## src/rtl/rlvl_pkg.sv

```systemverilog
// Shared types for the read leveling sweep.
package rlvl_pkg;
    typedef enum logic [1:0] {
        ST_IDLE   = 2'd0,
        ST_SETTLE = 2'd1,
        ST_READ   = 2'd2,
        ST_DONE   = 2'd3
    } rlvl_state_t;

    // Pattern byte expected at a beat, chosen by beat parity.
    function automatic logic [7:0] rlvl_expect(input logic odd_beat);
        return odd_beat ? 8'h00 : 8'hFF;
    endfunction
endpackage

```

## src/rtl/rlvl_seq.sv

```systemverilog
// Sweep sequencer: walks the delay code through all steps, waits the
// settle time, then holds a read request until the read-done handshake.
// Assumes rd_done is only meaningful while rd_req is high.
module rlvl_seq
    import rlvl_pkg::*;
#(
    parameter int STEPS    = 64,
    parameter int SETTLE_W = 8,
    localparam int STEP_W  = $clog2(STEPS)
) (
    input  logic                clk,
    input  logic                rst_n,
    input  logic                start,
    input  logic [SETTLE_W-1:0] settle_cycles,
    input  logic                rd_done,
    output logic [STEP_W-1:0]   dly_code,
    output logic                rd_req,
    output logic                done,
    output logic                map_clear,
    output logic                read_close
);
    localparam logic [STEP_W-1:0] LAST_CODE = STEP_W'(STEPS - 1);

    rlvl_state_t         state;
    logic [SETTLE_W-1:0] settle_q;
    logic [SETTLE_W-1:0] wait_cnt;

    // Decoded strobes for the rest of the block.
    always_comb begin
        rd_req     = (state == ST_READ);
        done       = (state == ST_DONE);
        map_clear  = start && ((state == ST_IDLE) || (state == ST_DONE));
        read_close = (state == ST_READ) && rd_done;
    end

    // State, delay code and settle counter.
    always_ff @(posedge clk) begin
        if (!rst_n) begin
            state    <= ST_IDLE;
            dly_code <= '0;
            wait_cnt <= '0;
            settle_q <= '0;
        end else begin
            case (state)
                ST_IDLE, ST_DONE: begin
                    if (start) begin
                        state    <= ST_SETTLE;
                        dly_code <= '0;
                        wait_cnt <= '0;
                        settle_q <= settle_cycles;
                    end
                end
                ST_SETTLE: begin
                    if (wait_cnt == settle_q) state <= ST_READ;
                    else wait_cnt <= wait_cnt + 1'b1;
                end
                ST_READ: begin
                    if (rd_done) begin
                        wait_cnt <= '0;
                        if (dly_code == LAST_CODE) begin
                            state <= ST_DONE;
                        end else begin
                            dly_code <= dly_code + 1'b1;
                            state    <= ST_SETTLE;
                        end
                    end
                end
                default: state <= ST_IDLE;
            endcase
        end
    end

    AST_CODE_HOLD: assert property (@(posedge clk) disable iff (!rst_n)
        rd_req && !rd_done |=> dly_code == $past(dly_code));
    AST_CODE_STEP: assert property (@(posedge clk) disable iff (!rst_n)
        rd_req && rd_done && (dly_code != LAST_CODE) |=> dly_code == $past(dly_code) + 1'b1);
    AST_DONE_QUIET: assert property (@(posedge clk) disable iff (!rst_n)
        done |-> !rd_req);
    AST_DONE_HOLD: assert property (@(posedge clk) disable iff (!rst_n)
        done && !start |=> done);
endmodule

```

## src/rtl/rlvl_beat_trk.sv

```systemverilog
// Beat tracker: counts accepted beats of the current burst, saturating
// one past the burst length so that long bursts stay detectable.
module rlvl_beat_trk #(
    parameter int BURST  = 8,
    localparam int IDX_W = $clog2(BURST + 2)
) (
    input  logic clk,
    input  logic rst_n,
    input  logic restart,
    input  logic beat_en,
    output logic beat_odd,
    output logic count_ok
);
    localparam logic [IDX_W-1:0] SAT_IDX = IDX_W'(BURST + 1);

    logic [IDX_W-1:0] idx;

    // Parity selects the expected byte; exact count gates a pass.
    always_comb begin
        beat_odd = idx[0];
        count_ok = (idx == IDX_W'(BURST));
    end

    // Beat index, cleared at each burst boundary.
    always_ff @(posedge clk) begin
        if (!rst_n)                          idx <= '0;
        else if (restart)                    idx <= '0;
        else if (beat_en && idx != SAT_IDX)  idx <= idx + 1'b1;
    end

    AST_BEAT_ADVANCE: assert property (@(posedge clk) disable iff (!rst_n)
        beat_en |=> idx != '0);
endmodule

```

## src/rtl/rlvl_lane_chk.sv

```systemverilog
// Lane grader: compares one lane's byte on every beat against the
// expected pattern and stores a pass bit per delay step.
// Assumes beat_en and read_close are never high in the same cycle.
module rlvl_lane_chk #(
    parameter int STEPS   = 64,
    localparam int STEP_W = $clog2(STEPS)
) (
    input  logic              clk,
    input  logic              rst_n,
    input  logic              map_clear,
    input  logic              restart,
    input  logic              beat_en,
    input  logic [7:0]        exp_byte,
    input  logic [7:0]        lane_byte,
    input  logic              read_close,
    input  logic              count_ok,
    input  logic [STEP_W-1:0] code,
    output logic [STEPS-1:0]  pass_bits
);
    logic match;

    // Running match flag for the burst in flight.
    always_ff @(posedge clk) begin
        if (!rst_n)                                   match <= 1'b1;
        else if (restart)                             match <= 1'b1;
        else if (beat_en && (lane_byte != exp_byte))  match <= 1'b0;
    end

    // Result bitmap, written once per step at the end of the read.
    always_ff @(posedge clk) begin
        if (!rst_n)          pass_bits       <= '0;
        else if (map_clear)  pass_bits       <= '0;
        else if (read_close) pass_bits[code] <= match && count_ok;
    end

    AST_MAP_STABLE: assert property (@(posedge clk) disable iff (!rst_n)
        !read_close && !map_clear |=> $stable(pass_bits));
endmodule

```

## src/rtl/rlvl_sweep.sv

```systemverilog
// Read leveling phase sweep checker top: sequencer, shared beat tracker
// and one grader per byte lane.
module rlvl_sweep
    import rlvl_pkg::*;
#(
    parameter int LANES    = 4,
    parameter int STEPS    = 64,
    parameter int BURST    = 8,
    parameter int SETTLE_W = 8,
    localparam int STEP_W  = $clog2(STEPS)
) (
    input  logic                   clk,
    input  logic                   rst_n,
    input  logic                   start,
    input  logic [SETTLE_W-1:0]    settle_cycles,
    input  logic [LANES*8-1:0]     rd_data,
    input  logic                   rd_valid,
    input  logic                   rd_done,
    output logic [STEP_W-1:0]      dly_code,
    output logic                   rd_req,
    output logic [LANES*STEPS-1:0] pass_map,
    output logic                   done
);
    logic       map_clear;
    logic       read_close;
    logic       restart;
    logic       beat_en;
    logic       beat_odd;
    logic       count_ok;
    logic [7:0] exp_byte;

    // Beat qualification and the pattern byte for this beat.
    always_comb begin
        restart  = map_clear || read_close;
        beat_en  = rd_req && rd_valid && !rd_done;
        exp_byte = rlvl_expect(beat_odd);
    end

    rlvl_seq #(.STEPS(STEPS), .SETTLE_W(SETTLE_W)) u_seq (
        .clk           (clk),
        .rst_n         (rst_n),
        .start         (start),
        .settle_cycles (settle_cycles),
        .rd_done       (rd_done),
        .dly_code      (dly_code),
        .rd_req        (rd_req),
        .done          (done),
        .map_clear     (map_clear),
        .read_close    (read_close)
    );

    rlvl_beat_trk #(.BURST(BURST)) u_trk (
        .clk      (clk),
        .rst_n    (rst_n),
        .restart  (restart),
        .beat_en  (beat_en),
        .beat_odd (beat_odd),
        .count_ok (count_ok)
    );

    for (genvar l = 0; l < LANES; l++) begin : g_lane
        rlvl_lane_chk #(.STEPS(STEPS)) u_lane (
            .clk        (clk),
            .rst_n      (rst_n),
            .map_clear  (map_clear),
            .restart    (restart),
            .beat_en    (beat_en),
            .exp_byte   (exp_byte),
            .lane_byte  (rd_data[l*8 +: 8]),
            .read_close (read_close),
            .count_ok   (count_ok),
            .code       (dly_code),
            .pass_bits  (pass_map[l*STEPS +: STEPS])
        );
    end
endmodule

```

## config.mk

```make
export PLATFORM = sky130hd
export DESIGN_NAME = rlvl_sweep
export DESIGN_NICKNAME = d
export VERILOG_FILES = /design/src/rtl/rlvl_pkg.sv /design/src/rtl/rlvl_seq.sv /design/src/rtl/rlvl_beat_trk.sv /design/src/rtl/rlvl_lane_chk.sv /design/src/rtl/rlvl_sweep.sv
export SDC_FILE = /design/constraint.sdc
export NUM_CORES = 1
export LEC_CHECK = 0
export BUFFER_PORTS_ARGS = -buffer_cell sky130_fd_sc_hd__buf_2
export CAP_MARGIN = 10
export CORE_MARGIN = 2
export CORE_UTILIZATION = 35
export CTS_BUF_LIST = sky130_fd_sc_hd__clkbuf_4 sky130_fd_sc_hd__clkbuf_8 sky130_fd_sc_hd__clkbuf_16
export DETAILED_ROUTE_END_ITERATION = 10
export HOLD_SLACK_MARGIN = 0.15
export SYNTH_ARGS = -nofsm -noshare
export SYNTH_HDL_FRONTEND = slang
export SYNTH_HIERARCHICAL = 1
export SYNTH_SLANG_ARGS = --single-unit
```

## constraint.sdc

```tcl
create_clock -name clk -period 4.2 [get_ports clk]
set_clock_uncertainty 0.05 [all_clocks]
set_input_delay 0.42 -clock clk [delete_from_list [all_inputs] [get_ports clk]]
set_output_delay 0.42 -clock clk [all_outputs]
set_load 0.01 [all_outputs]
```

==> metrics.txt <==
status completed; Worst EP arrival 3050 ps; syn_nets 1619; core area 36300 um2; share of layout cells above drive strength 1 0.243; Tcrit/Tclk final 0.638; placed instance area 14500 um2; Routed Antenna Nets 0; largest net degree at the start of global routing 65; Rel. slew slack 0.173; Critical path buffers and inverters 2; RSZ-0062 raised after global routing false; Period minus WS final 2680 ps; max frequency 373 MHz; clock sink count 288; most frequent cells in the layout buf_2 (308), dfxtp_1 (283), nand3_1 (275), a21oi_1 (270), o21ai_0 (237); vias in the first global route 12.1k; DRC 0; Die Span Y 195 um; CTS resizes 0; # diodes 0; global placer's final weighted congestion 0.836; largest fanout on the critical path 19; Final Util 0.429; gr ovfl total 0; Data required, critical path 4570 ps; area grow syn2layout 21.9%; Max clock buf depth 3; max-slew violation count 0; Startpoint Class register; initial DRC count 1364; crit-path cells inv_1 -> ha_1 -> and2_1 -> buf_4 -> and2b_1 -> nand3_1 -> o21ai_0 -> a21oi_1; fill count 3653; # rows 70; total of max-cap violations 0; post-synth cell types 61; most common cell after layout, fill and taps aside buf_2; slowest CP cell and2_1; static leakage 5.85 nW; port bufs 308; CTS tree yes; Final Hold Vio Count 0; worst-margin pin slew 1240 ps; initial antenna violation count 0; Largest delay share family, worst path simple AND/OR/NAND/NOR gates; Total Die Area 38100 um2; Syn Area/Cell 8.18 um2; first-pass GRT wire length 70.2 mm; Yosys reg bits 288; Horiz. Die Dim 195 um; Post-CTS Setup Inserts 0; post-DP HPWL 29.7 mm; CTS buffer count 31; crit path kind reg2reg; slowest stage delay, CP 660 ps; starting density of the core 0.352; Post-synth EDFFs 0; Synth Flop Type dfxtp_1; Max IR drop VDD 0.301 mV; Nets 1865; routed vias 13.1k; Crit. End Element register; Post-Syn Area 12800 um2; Ports 309; Via density 5.71; first-pass iteration count of the detailed router 5; Finished Cell Area 15600 um2; post-route setup TNS 0 ps; Total GRT Usage 0.230; Clock transition at path regs 60 ps; Pwr Density 375 nW/um2; worst-skew pair later-pin latency 590 ps; Yosys warning total 6; final setup fails 0; Synth Instances 1565; Hold Crit Class in2reg; sequential cell area fraction in the yosys report 0.450; clock root buffer clkbuf_16; final WL 46.1 mm; Async SR Flop Fraction 0; H-tree depth 1; post-DR wirelength/cell 20.0 um
==> Yosys cell counts, drive strengths merged (13+ instances only) <==
| library cell | instances | area (um2) |
|---|---|---|
| nand2 | 61 | 229 |
| nand3 | 275 | 1380 |
| dfxtp | 288 | 5770 |
| buf | 52 | 298 |
| nor2 | 57 | 272 |
| nor3 | 16 | 178 |
| nand3b | 13 | 110 |
| and2 | 13 | 81.3 |
| clkbuf | 64 | 240 |
| xor2 | 42 | 368 |
| o21ai | 254 | 1270 |
| a21oi | 271 | 1360 |
| nand2b | 19 | 134 |
| nand4 | 13 | 81.3 |
==> power breakdown <==
group	switching (mW)	total, mW	internal (mW)	leakage [nW]
sequential	0.0171	2.76	2.75	2.32
combinational	0.269	0.368	0.0994	3.02
clock	1.15	2.73	1.58	0.509
==> cells by family (layout without fill, tap and decap cells) <==
family	Yosys count	in the layout	synth area share
flip-flops	288	288	0.450
multiplexers	9	9	0.00703
buffers and inverters	126	395	0.0449
AO/OA/AOI/OAI	544	544	0.217
adder cells (fa/ha/maj)	9	9	0.00879
AND/OR/NAND/NOR	547	547	0.243
XOR/XNOR	42	42	0.0287
==> per-stage QoR <==
step	hold slack [ps]	setup WS (ps)	std cells	power [mW]
2_1_floorplan	386	1890	1565	3.08
3_3_place_gp	400	1640	2237	3.18
3_5_place_dp	406	1560	2237	3.18
4_1_cts	246	1550	2301	5.92
5_1_grt	267	1270	2302	6.07
6_report	271	1520	2302	5.86
==> registers in the layout, indices dropped and copies added (netlist names) <==
register / flops
u_seq/state: 2
g_lane.u_lane/match: 4
u_trk/idx: 4
u_seq/wait_cnt: 8
g_lane.u_lane/pass_bits: 256
u_seq/settle_q: 8
u_seq/dly_code: 6
==> per-layer routing <==
metal | vias to the layer above | GRT usage | part of all wire
met1 | 6316 | 0.317 | 0.43
met5 | - | 0 | 0
met2 | 581 | 0.356 | 0.45
met4 | 0 | 0.0840 | 0.031
li1 | 6150 | - | -
met3 | 90 | 0.0447 | 0.085
==> layout make-up <==
| cell class | count | area, um2 | share of cell area |
|---|---|---|---|
| multi-input combinational | 1151 | 6480 | 0.415 |
| sequential | 288 | 5770 | 0.370 |
| timing repair buffer | 329 | 1730 | 0.111 |
| clock buffer | 48 | 928 | 0.0595 |
| tap | 468 | 586 | 0.0375 |
| clock inverter | 8 | 75.1 | 0.00481 |
| inverter | 10 | 37.5 | 0.00240 |
==> timing repair <==
action	CTS	global route
endpoints found under the setup margin	0	0
endpoints found under the hold margin	8	0
hold buffers	8	0
==> worst paths after layout <==
| check | from | end | slack (ps) | cells after the start |
|---|---|---|---|---|
| setup / recovery | u_seq/state[0] | g_lane[1].u_lane/pass_bits[46] | 1520 | 8 |
| hold / removal | rst_n | u_seq/wait_cnt[5] | 270 | 2 |
| setup reg to reg | u_seq/state[0] | g_lane[1].u_lane/pass_bits[46] | 1520 | 8 |
| hold reg to reg | u_seq/settle_q[0] | u_seq/settle_q[0] | 410 | 2 |
(Power assumes the default switching activity.)
